File: src/rtl/refdiv_pkg.sv
package refdiv_pkg;
  localparam int SEL_W = 2;

  typedef enum logic [SEL_W-1:0] {
    SRC_OFF  = 2'b00,
    SRC_RSV  = 2'b01,
    SRC_DIV  = 2'b10,
    SRC_PASS = 2'b11
  } src_mode_e;
endpackage

File: src/rtl/refdiv_rst_sync.sv
module refdiv_rst_sync #(
  parameter int STAGES = 2
) (
  input  logic clk,
  input  logic rst_n,
  output logic run_n
);
  logic [STAGES-1:0] sync_q;

  always_ff @(posedge clk or negedge rst_n) begin
    if (!rst_n) sync_q <= '0;
    else        sync_q <= {sync_q[STAGES-2:0], 1'b1};
  end

  assign run_n = sync_q[STAGES-1];
endmodule

File: src/rtl/refdiv_stage.sv
module refdiv_stage #(
  parameter int W = 8
) (
  input  logic         clk,
  input  logic         run_n,
  input  logic         clr,
  input  logic         en,
  input  logic [W-1:0] lim,
  output logic         wrap
);
  logic [W-1:0] cnt_q, cnt_d;

  assign wrap = en & (cnt_q == lim);

  always_comb begin
    cnt_d = cnt_q;
    if (clr)       cnt_d = '0;
    else if (wrap) cnt_d = '0;
    else if (en)   cnt_d = cnt_q + 1'b1;
  end

  always_ff @(posedge clk or negedge run_n) begin
    if (!run_n) cnt_q <= '0;
    else        cnt_q <= cnt_d;
  end
endmodule

File: src/rtl/refdiv_tick_gen.sv
module refdiv_tick_gen
  import refdiv_pkg::*;
#(
  parameter int FIX_LOG2 = 5,
  parameter int PRE_W    = 3,
  parameter int DIV_W    = 8
) (
  input  logic             clk,
  input  logic             rst_n,
  input  logic [SEL_W-1:0] src_sel,
  input  logic [PRE_W-1:0] pre_code,
  input  logic [DIV_W-1:0] div_code,
  output logic             tick_o
);
  localparam int PRE_CNT_W = (1 << PRE_W) - 1;
  localparam int CFG_W     = SEL_W + PRE_W + DIV_W;

  logic               run_n;
  logic [CFG_W-1:0]   cfg_now, cfg_q;
  logic               chg, clr;
  logic               src_en, pre_wrap, div_wrap;
  logic [PRE_CNT_W-1:0] pre_lim;
  logic               tick_d, tick_q;

  refdiv_rst_sync #(.STAGES(2)) u_rst (
    .clk   (clk),
    .rst_n (rst_n),
    .run_n (run_n)
  );

  assign cfg_now = {src_sel, pre_code, div_code};
  assign chg     = (cfg_now != cfg_q);
  assign clr     = chg;

  generate
    if (FIX_LOG2 > 0) begin : g_fix
      logic fix_wrap;
      refdiv_stage #(.W(FIX_LOG2)) u_fix (
        .clk   (clk),
        .run_n (run_n),
        .clr   (clr),
        .en    (src_sel == SRC_DIV),
        .lim   ({FIX_LOG2{1'b1}}),
        .wrap  (fix_wrap)
      );
      assign src_en = (src_sel == SRC_PASS) | fix_wrap;
    end else begin : g_nofix
      assign src_en = src_sel[1];
    end
  endgenerate

  always_comb begin
    pre_lim = '0;
    for (int i = 0; i < PRE_CNT_W; i++) begin
      pre_lim[i] = (PRE_W'(i) < pre_code);
    end
  end

  refdiv_stage #(.W(PRE_CNT_W)) u_pre (
    .clk   (clk),
    .run_n (run_n),
    .clr   (clr),
    .en    (src_en),
    .lim   (pre_lim),
    .wrap  (pre_wrap)
  );

  refdiv_stage #(.W(DIV_W)) u_div (
    .clk   (clk),
    .run_n (run_n),
    .clr   (clr),
    .en    (pre_wrap),
    .lim   (div_code),
    .wrap  (div_wrap)
  );

  assign tick_d = div_wrap & ~chg;

  always_ff @(posedge clk or negedge run_n) begin
    if (!run_n) begin
      cfg_q  <= '0;
      tick_q <= 1'b0;
    end else begin
      cfg_q  <= cfg_now;
      tick_q <= tick_d;
    end
  end

  assign tick_o = tick_q;
endmodule

File: config.mk
export PLATFORM = sky130hd
export DESIGN_NAME = refdiv_tick_gen
export DESIGN_NICKNAME = d
export VERILOG_FILES = /design/src/rtl/refdiv_pkg.sv /design/src/rtl/refdiv_rst_sync.sv /design/src/rtl/refdiv_stage.sv /design/src/rtl/refdiv_tick_gen.sv
export SDC_FILE = /design/constraint.sdc
export NUM_CORES = 1
export LEC_CHECK = 0
export BUFFER_PORTS_ARGS = -buffer_cell sky130_fd_sc_hd__buf_2
export CAP_MARGIN = 20
export CORE_ASPECT_RATIO = 0.8
export CORE_MARGIN = 2
export CORE_UTILIZATION = 35
export CTS_CLUSTER_SIZE = 20
export DETAILED_ROUTE_END_ITERATION = 8
export GPL_ROUTABILITY_DRIVEN = 0
export MAX_ROUTING_LAYER = met4
export SYNTH_ARGS = -nofsm -noshare
export SYNTH_HDL_FRONTEND = slang
export SYNTH_SLANG_ARGS = --single-unit
File: constraint.sdc
create_clock -name clk -period 2.2 [get_ports clk]
set_input_delay 0.44 -clock clk [delete_from_list [all_inputs] [get_ports clk]]
set_output_delay 0.44 -clock clk [all_outputs]
set_load 0.1 [all_outputs]
== Yosys cells after proc, flatten, opt, wreduce, memory -nomap -nowiden ==
Cells that the tools add are included.

* Add/subtract/negate cells: 3
* Equality and inequality tests: 6
* Bitwise operators: 6
* Divide/modulo/power cells: 0
* Order comparisons: 7
* Multipliers: 0
* Shift operators: 0
* Reduce and logical (&&, ||, !) cells: 3
* Mux-type cells: 9

{| class="wikitable"
|+ Operators by type and width
! cell !! count
|-
| 8-bit 2-to-1 mux || 3
|-
| 7-bit 2-to-1 mux || 3
|-
| 5-bit 2-to-1 mux || 3
|-
| 13-bit != test || 1
|-
| 3-bit less-than comparator, first input constant || 3
|-
| 3-bit nonzero test || 3
|-
| 8-bit by 1-bit adder with 8-bit output, second input constant || 1
|-
| 8-bit equality test || 1
|-
| 7-bit by 1-bit adder with 7-bit output, second input constant || 1
|-
| 7-bit equality test || 1
|-
| 1-bit by 3-bit less-than comparator with 1-bit output, first input constant || 2
|-
| 2-bit by 3-bit less-than comparator with 1-bit output, first input constant || 2
|-
| 5-bit by 1-bit adder with 5-bit output, second input constant || 1
|-
| 5-bit equality test, second input constant || 1
|-
| 1-bit AND || 4
|-
| 2-bit equality test, second input constant || 2
|-
| 1-bit inverter || 1
|-
| 1-bit OR || 1
|}

* Word-level logic and storage cells: 40
* Memory bits (read-only): 0
* RAM bits: 0
* Input bits: 15
* Latch bits: 0
* Flip-flop bits (word level): 36
* Memories kept: 0
* Output and inout bits: 1

== Longest topological paths before layout ==
Gate-level depths: netlist of the first run.

* Depth after elaboration: 7
* Depth in mapped cells: 12
* Mapped depth without buffers: 8

== By module ==
From an unflattened synthesis of the first run, not the netlist that was laid out.

* Cells, all modules: 171
* Area, all modules: 1951.9 um^2

{| class="wikitable"
|+ By module, submodules not included
! module !! area an instance (um^2) !! seq. area each (um^2) !! cells each !! instances
|-
| refdiv_tick_gen || 581.8 || 350.3 || 43 || 1
|-
| refdiv_stage at u_div || 533.0 || 200.2 || 52 || 1
|-
| refdiv_stage at u_pre || 457.9 || 175.2 || 43 || 1
|-
| refdiv_stage at g_fix.u_fix || 325.3 || 125.1 || 30 || 1
|-
| refdiv_rst_sync || 53.8 || 50.0 || 3 || 1
|}

== Worst setup path before layout of the first run ==
No wires, ideal clock.

* Path type: flip-flop to flip-flop
* Start: reg g_fix.u_fix.cnt_q[0]
* End: reg u_div.cnt_q[2]
* Setup time: 77 ps
* Buffers on the path: 3
* Data required time: 2123 ps
* Slack: -463 ps
* Clock period less this slack: 2663 ps
* Arrival: 2586 ps
* Stages on the path, launching flop included: 12
* Cells stage by stage: dfrtp_1 ha_1 and3_1 ha_1 clkbuf_1 o21a_1 buf_4 o221ai_1 or4_4 buf_6 or4b_1 a21oi_1

* Longest elaborated chain between the ends: 7
* Elaborated cells between the ends (all ways): 8
* Classes of those cells: eq/ne (1); mux (2); bitwise (4); reduce/logical (1)

{| class="wikitable"
|+ Ends and longest elaborated chain
! element !! RTL line !! text
|-
| start, declared || refdiv_stage.sv:11 || <nowiki>logic [W-1:0] cnt_q, cnt_d;</nowiki>
|-
| start signal, assigned || refdiv_stage.sv:24 || <nowiki>else cnt_q <= cnt_d;</nowiki>
|-
| 5-bit equality test * || refdiv_stage.sv:13 || <nowiki>assign wrap = en & (cnt_q == lim);</nowiki>
|-
| 1-bit AND * || refdiv_stage.sv:13 ||
|-
| 1-bit OR * || refdiv_tick_gen.sv:46 || <nowiki>assign src_en = (src_sel == SRC_PASS) | fix_wrap;</nowiki>
|-
| 1-bit AND * || refdiv_stage.sv:13 ||
|-
| 1-bit AND || refdiv_stage.sv:13 ||
|-
| 8-bit 2-to-1 mux || refdiv_stage.sv:18 || <nowiki>else if (wrap) cnt_d = '0;</nowiki>
|-
| 8-bit 2-to-1 mux || refdiv_stage.sv:17 || <nowiki>if (clr) cnt_d = '0;</nowiki>
|-
| end signal, assigned || refdiv_stage.sv:24 ||
|-
| end, declared || refdiv_stage.sv:11 ||
|}

Mark *: on every way between the ends. The rest lies on a longest branch, timed or not.
A chain may end at the register's enable or synchronous reset.

== Final worst setup path of the first run ==
* Start: reg g_fix.u_fix.cnt_q[0]
* End: reg u_div.cnt_q[4]

Same word-level chain as after synthesis.

==> results of run 1 <==
## kinds of logic after synthesis
group	count (synthesis)	share of synthesized area (%)
AND/OR/NAND/NOR	67	21.8
flip-flops	36	47.8
AO/OA/AOI/OAI	35	10.2
XOR/XNOR	26	12.1
buffers and inverters	15	4.72
adder cells (fa/ha/maj)	5	3.19
other	1	0.199
## flip-flops by register name (all words and copies together) (netlist names)
name               count
cfg_q                 13
u_pre.cnt_q            7
u_rst.sync_q           2
u_div.cnt_q            8
tick_o                 1
g_fix.u_fix.cnt_q      5
## per-stage QoR
step / setup WS [ps] / setup TNS, ps / hold slack (ps) / cells / instance area, um^2
2_1_floorplan: -347 / -2620 / 144 / 185 / 1920
3_3_place_gp: -282 / -2070 / 227 / 271 / 2140
3_5_place_dp: -309 / -2290 / 227 / 271 / 2140
4_1_cts: -190 / -1180 / 290 / 285 / 2310
5_1_grt: -262 / -2220 / 294 / 285 / 2380
6_report: -190 / -1160 / 278 / 285 / 2380
## path summary, 6_finish.rpt
path,endpoint,slack (ps),cells after the start
worst max-delay path,u_div.cnt_q[4],-190,8
worst min register to register,u_div.cnt_q[3],280,1
min in group clk,cfg_q[11],290,1
max in group asynchronous,u_div.cnt_q[7],1600,1
worst min-delay path,u_div.cnt_q[3],280,1
worst max register to register,u_div.cnt_q[4],-190,8
## cells in the final DEF (no fill, tap or decap), types with 7 or more instances in the layout
master / instances
dfrtp_1: 36
buf_4: 24
xnor2_1: 15
buf_2: 15
a21oi_1: 13
nor2_1: 11
xor2_1: 11
nand4_1: 9
nand2_1: 7
o21ai_0: 7
## worst max-delay path, delay by kind of cell, from the launching register on
| kind | cells | cell delay (ps) |
|---|---|---|
| flip-flops | 1 | 360 |
| adder cells (fa/ha/maj) | 2 | 320 |
| AO/OA/AOI/OAI | 3 | 400 |
| AND/OR/NAND/NOR | 3 | 1240 |
## cell type report
cell class / count / area, um^2 / share of cell area [%]
clock buffer: 5 / 68.8 / 2.90
clock inverter: 3 / 42.5 / 1.79
inverter: 3 / 11.3 / 0.474
multi-input combinational: 135 / 998 / 42.0
sequential: 36 / 901 / 37.9
tap: 62 / 77.6 / 3.26
timing repair buffer: 41 / 277 / 11.6
## power groups by stage
stage	sequential, W	combinational (W)	clock, W
after floorplan	0.000702	0.0000541	0
after global placement	0.000693	0.000100	0
after detailed placement	0.000694	0.000101	0
after CTS	0.000681	0.000107	0.000598
after global routing	0.000682	0.000117	0.000627
final	0.000681	0.000106	0.000586
## routing by layer
layer	wire, um	vias up
met5	0	-
met4	51	0
met3	155	6
met2	1800	23
met1	2160	749
li1	-	734
## what timing repair did
item                                    4_1_cts  5_1_grt
hold endpoints to repair                      2        0
cloned                                        1        0
resized for setup                             4       15
hold buffers                                  1        0
setup buffers                                 4        0
pin swaps                                     3        0
endpoints found under the setup margin        9       16
==> metrics.cfg, run 1 <==
[grt]
overflow = 0
track_usage_pct = 16.3
grt_use_met1_pct = 23.0
grt_pass1_wl_um = 7290
grt-busiest-layer = met1
grt_use_met3_pct = 5.71
grt_max_degree = 35
antenna_found_initial = 0
met2_usage_pct = 22.0
grt_pass1_vias = 1463

[critical_path]
cp-end-kind = flip-flop
cp.required_ps = 2430
regToRegStartpoint = g_fix.u_fix.cnt_q[0]
crit_path_start = g_fix.u_fix.cnt_q[0]
cpPeakStageDelay_ps = 560
critPathArrivalTime_ps = 2620
start_kind = flip-flop
cp_cell_sequence = ha_2 > and3_4 > ha_4 > o21a_1 > o221ai_2 > or4_4 > or4b_4 > a21oi_2
crit_fanout = 7
crit_slowest_cell = or4b_4
path_class = flip-flop to flip-flop

[route]
wl_per_cell_um = 14.6
wl_um = 4170
vias_per_cell = 5.31
antenna_left = 0
dr.pass1.iters = 4
drtIter0Drc = 91
vias = 1512
drc = 0

[pwr]
p_total_w = 0.00137
combPwrFrac_pct = 7.7
p_clk_share_pct = 42.7
ir_drop_v = 0.000310
internal-power_w = 0.00106
leakagePower_nw = 0.967
power.density_mw_per_mm2 = 578
switching_share_pct = 23.0
seqPwrFrac_pct = 49.6
power_switching_w = 0.000316

[finish]
utilization_pct = 46.6
fillCellCount = 473
final_nets = 241
area_growth_pct = 26.2
diodes = 0
drive_above_1_share_pct = 30.9

[die]
rows = 23
die-width_um = 86.0
fp.coreArea_mm2 = 0.00509
fp.dieArea_mm2 = 0.00599
ios = 16
fp.dieH_um = 69.6
start_util_pct = 37.0

[logic_synthesis]
async_flop_share_pct = 100
synthDistinctLibCells = 38
synth-seq-cells = 36
synth_ff_type = dfrtp_1
synth.most_common_cell = dfrtp_1
synth_cells = 185
synth-seq-area-share_pct = 47.8
synth_area_mm2 = 0.00188
synth_common_cells = dfrtp_1, a21oi_1, xnor2_1, nor2_1, xor2_1
synth_edf_count = 0
synth.area.top_cells = dfrtp_1, xnor2_1, xor2_1
yosys_warnings = 0
syn_avg_cell_area_um2 = 10.2
synth_top_area_share_pct = 47.8
syn-num-nets = 204
synth_top_cell_by_area = dfrtp_1

[cts]
insertion_delay_ps = 300
h-tree-depth = 2
cts_inserted_buffers = 5
clkTransAtPathRegs_ps = 80
numClockSinks = 36
cts_tree = built
clk_path_buf_depth = 2
cts_root_buf = clkbuf_8

[placement]
post-dp-hpwl_um = 2910
port_buffers = 15

[timing]
setup_viol = 8
slew_violations = 0
min_period_ps = 2390
rsz0062_at_grt = true
fin_ws_ps = -190
hold_violations = 0
period_share_pct = 109
fin_skew_ps = 11.2
fmaxAchievable_mhz = 418

[flow_run]
cap_viol_max_count = 0

[hold_path]
min_path_type = flip-flop to asynchronous set/reset pin

[status]
violations = negative setup slack
outcome = finished with violations

Note: power is estimated with default switching activity, not from simulation.
==> inputs of run 2 (changes only) <==
Settings changed: GPL_TIMING_DRIVEN set to 0.
==> metrics.cfg, run 2 (synthesis gave the netlist of run 1 again) <==
[cts]
cts_root_buf = clkbuf_8
clkTransAtPathRegs_ps = 70
h-tree-depth = 2
cts_inserted_buffers = 5
numClockSinks = 36
clk_path_buf_depth = 2
cts_tree = built
insertion_delay_ps = 290

[critical_path]
critPathArrivalTime_ps = 2710
crit_fanout = 6
reg2reg_slack_ps = -290
cp.required_ps = 2420
reg2reg_depth = 10
start_kind = flip-flop
path_class = flip-flop to flip-flop
timing.rr.end = u_div.cnt_q[2]
cp-end-kind = flip-flop
regToRegStartpoint = g_fix.u_fix.cnt_q[0]

[timing]
fin_skew_ps = 4.92
rsz0062_at_grt = true
slew_headroom_pct = 50.4
fin_ws_ps = -290
setup_viol = 16
slew_violations = 0
hold_violations = 0
min_period_ps = 2490
tightestPinTransition_ps = 744
fmaxAchievable_mhz = 402
period_share_pct = 113

[route]
vias = 1444
drtIter0Drc = 69
antenna_left = 0
wl_um = 4130
vias_per_cell = 5.14
wl_per_cell_um = 14.7
dr.pass1.iters = 4
drc = 0

[die]
fp.dieArea_mm2 = 0.00599
ios = 16
rows = 23
fp.coreArea_mm2 = 0.00509
start_util_pct = 37.0
fp.dieH_um = 69.6
die-width_um = 86.0

[finish]
drive_above_1_share_pct = 26.5
final_nets = 237
stdcell_area_mm2 = 0.00233
top_regs = cfg_q (13), u_div.cnt_q (8), u_pre.cnt_q (7)
diodes = 0
largest_reg_flops = 13
final_cell_mix = dfrtp_1, buf_2, a21oi_1, xnor2_1, buf_4
area_growth_pct = 23.5
stdcell_count = 281
largest_register = cfg_q
final_common_cell = dfrtp_1

[hold_path]
hold_path_startpoint = pre_code[0]
hold_depth = 1
min_path_type = input port to flip-flop
min_to = cfg_q[8]

[pwr]
power_switching_w = 0.000297
power.density_mw_per_mm2 = 547
switching_share_pct = 23.3
p_clk_share_pct = 38.3
leakagePower_nw = 0.938
combPwrFrac_pct = 7.2
seqPwrFrac_pct = 54.4
internal-power_w = 0.000976
ir_drop_v = 0.000278

[placement]
post-dp-hpwl_um = 2780
port_buffers = 15
placed_area_mm2 = 0.00208
dp_worst_setup_slack_ps = -522
place_inst = 262

[flow_run]
cap_viol_max_count = 0

[grt]
grt_pass1_wl_um = 7000
track_usage_pct = 15.3
grt_pass1_vias = 1391
overflow = 0
grt_max_degree = 35
antenna_found_initial = 0

[status]
violations = negative setup slack
outcome = finished with violations

run 2: changes by cell type in the layout (fill, tap and decap cells not counted), sizes merged:
cell,delta
clkinvlp,-1
clkinv,-1
or4,-1
clkbuf,+7
buf,-7
bufinv,-1
run 2: through the flow:
stage	TNS (ps)	power, W	hold slack, ps	util, %
floorplan	-2620	0.000756	144	-
global placement	-5810	0.000792	227	40.8
detailed placement	-5950	0.000795	227	40.8
CTS	-3220	0.00128	265	43.7
global route	-4020	0.00133	267	45.7
finish	-2580	0.00127	268	45.7
run 2: area by class of cell:
class / count / area, um^2
Tap cell: 62 / 77.6
Sequential cell: 36 / 903
Clock buffer: 8 / 90.1
Buffer: 10 / 83.8
Fill cell: 476 / 2770
Timing Repair Buffer: 28 / 193
Inverter: 3 / 11.3
Multi-Input combinational cell: 134 / 967
run 2: how the worst max path moves through the flow:
stage                          from             end  slack, ps  cells past startpoint
3_3_place_gp   g_fix.u_fix.cnt_q[0]  u_div.cnt_q[2]       -520                     11
6_report       g_fix.u_fix.cnt_q[0]  u_div.cnt_q[2]       -290                     10
4_1_cts        g_fix.u_fix.cnt_q[1]  u_div.cnt_q[2]       -330                     10
2_1_floorplan  g_fix.u_fix.cnt_q[0]  u_div.cnt_q[2]       -350                     11
3_5_place_dp   g_fix.u_fix.cnt_q[0]  u_div.cnt_q[2]       -520                     11
5_1_grt        g_fix.u_fix.cnt_q[0]  u_div.cnt_q[2]       -370                     10
run 2: critical path, cell delays in order (launching register included):
cell and delay (ps):
dfrtp_1 360, ha_2 190, and3_4 190, ha_4 130, o21a_1 120, buf_6 100
o221ai_2 70, or4_4 480, buf_6 160, or4b_4 480, a21oi_2 140
run 2: power groups by stage:
stage / logic (W) / clock network, W / registers, W
detailed placement: 0.0000880 / 0 / 0.000707
floorplan: 0.0000541 / 0 / 0.000702
CTS: 0.0000920 / 0.000499 / 0.000694
finish: 0.0000921 / 0.000488 / 0.000693
global route: 0.000102 / 0.000530 / 0.000696
global placement: 0.0000862 / 0 / 0.000706
run 2: per-layer routing:
layer / routed length, um / track usage (%)
met4: 45 / 3.70
met1: 2130 / 22.2
met2: 1840 / 21.1
met3: 115 / 3.93
met5: 0 / -
run 2: timing repair:
item	in CTS	in global routing
gates cloned	0	1
hold endpoints to repair	2	0
setup buffers	7	4
hold buffers	1	0
pin swaps	7	5
endpoints found under the setup margin	16	16
resized for setup	4	14
==> inputs of run 3 (changes only) <==
Settings changed: CORE_UTILIZATION 35 to 60, PLACE_DENSITY set to 0.8, SKIP_CTS_REPAIR_TIMING set to 1.
==> metrics.cfg, run 3 (synthesis gave the netlist of run 1 again) <==
[critical_path]
critical_path_buf_inv_count = 2
cp.required_ps = 2430
crit_slowest_cell = or4_4
path_class = flip-flop to flip-flop
cp_top_family = simple AND/OR/NAND/NOR gates
cpPeakStageDelay_ps = 540
start_kind = flip-flop
reg2reg_depth = 10
crit_fanout = 7
crit_cells = 10
cp_cell_sequence = ha_4 > and3_4 > ha_4 > o21a_1 > buf_6 > o221ai_2 > or4_4 > buf_6 > or4b_4 > a21oi_2
critPathArrivalTime_ps = 2840
cp-end-kind = flip-flop

[pwr]
leakagePower_nw = 0.931
ir_drop_v = 0.000403
p_total_w = 0.00128
power.density_mw_per_mm2 = 557

[finish]
largest_reg_flops = 13
area_growth_pct = 22.0
final_cell_mix = dfrtp_1, buf_2, a21oi_1, xnor2_1, buf_4
largest_register = cfg_q
fillCellCount = 201
top_regs = cfg_q (13), u_div.cnt_q (8), u_pre.cnt_q (7)
final_nets = 239
stdcell_count = 261
utilization_pct = 75.6
drive_above_1_share_pct = 25.8
final_common_cell = dfrtp_1
diodes = 0

[route]
vias_per_cell = 5.98
wl_um = 4350
wl_per_cell_um = 16.7
vias = 1561
dr.pass1.iters = 4
drc = 0
antenna_left = 0
drtIter0Drc = 109

[cts]
insertion_delay_ps = 290
clk_path_buf_depth = 2
numClockSinks = 36
clkTransAtPathRegs_ps = 70
h-tree-depth = 2
cts_inserted_buffers = 5
cts_tree = built
cts_root_buf = clkbuf_8

[placement]
post-dp-hpwl_um = 2820
dp_worst_setup_slack_ps = -511
place_inst = 241
port_buffers = 15

[flow_run]
cap_viol_max_count = 0

[grt]
grt_pass1_wl_um = 6440
grt_max_degree = 19
track_usage_pct = 25.8
overflow = 0
antenna_found_initial = 0
grt_pass1_vias = 1408

[timing]
rsz0062_at_grt = true
period_share_pct = 119
slew_violations = 0
tightestPinTransition_ps = 820
setup_viol = 16
min_period_ps = 2610
fin_ws_ps = -411
fin_skew_ps = 8.40
fmaxAchievable_mhz = 383
slew_headroom_pct = 45.3
hold_violations = 0

[die]
fp.dieH_um = 54.1
die-width_um = 66.6
start_util_pct = 61.9
fp.dieArea_mm2 = 0.00361
rows = 18
ios = 16
fp.coreArea_mm2 = 0.00304

[status]
violations = negative setup slack
outcome = finished with violations

[hold_path]
hold_depth = 1
min_path_type = input port to flip-flop

-- run 3: changes by cell type in the layout (fill, tap and decap cells not counted), sizes merged --
cell / before / now
buf: 33 / 36
clkbuf: 12 / 11
-- run 3: stage by stage --
step	hold slack [ps]	TNS (ps)	area, um^2
6_report	277	-4180	2300
3_3_place_gp	224	-5110	2050
4_1_cts	-83.1	-5690	2170
5_1_grt	273	-5860	2300
2_1_floorplan	144	-2620	1920
3_5_place_dp	227	-5660	2080
-- run 3: cell type report --
class | count | area (um^2) | area share [%]
Tap cell | 40 | 50.0 | 2.18
Multi-Input combinational cell | 134 | 960 | 41.8
Sequential cell | 36 | 902 | 39.3
Buffer | 10 | 73.8 | 3.21
Clock buffer | 8 | 90.1 | 3.92
Inverter | 3 | 11.3 | 0.490
Timing Repair Buffer | 30 | 210 | 9.15
-- run 3: where the power goes --
part / leakage [nW] / switching [W] / internal [W]
sequential: 0.467 / 0.0000131 / 0.000676
combinational: 0.419 / 0.0000569 / 0.0000527
clock: 0.0455 / 0.000225 / 0.000255
total: 0.931 / 0.000295 / 0.000984
-- run 3: path summary, 6_finish.rpt --
| check | start | to | slack (ps) |
|---|---|---|---|
| worst max-delay path | g_fix.u_fix.cnt_q[1] | u_div.cnt_q[2] | -410 |
| worst min-delay path | pre_code[0] | cfg_q[8] | 280 |
| worst max register to register | g_fix.u_fix.cnt_q[1] | u_div.cnt_q[2] | -410 |
| worst min register to register | u_rst.sync_q[1] | cfg_q[6] | 340 |
| max in group asynchronous | u_rst.sync_q[1] | g_fix.u_fix.cnt_q[0] | 1290 |
| min in group asynchronous | u_rst.sync_q[1] | cfg_q[6] | 340 |
-- run 3: metal layers --
| metal | wire [um] | vias to the layer above | part of all wire (%) | global-route usage, % |
|---|---|---|---|---|
| met3 | 247 | 14 | 5.7 | 6.07 |
| li1 | - | 724 | - | - |
| met4 | 102 | 0 | 2.3 | 12.6 |
| met5 | 0 | - | 0 | - |
| met1 | 1810 | 757 | 42 | 32.7 |
| met2 | 2190 | 66 | 50 | 39.5 |
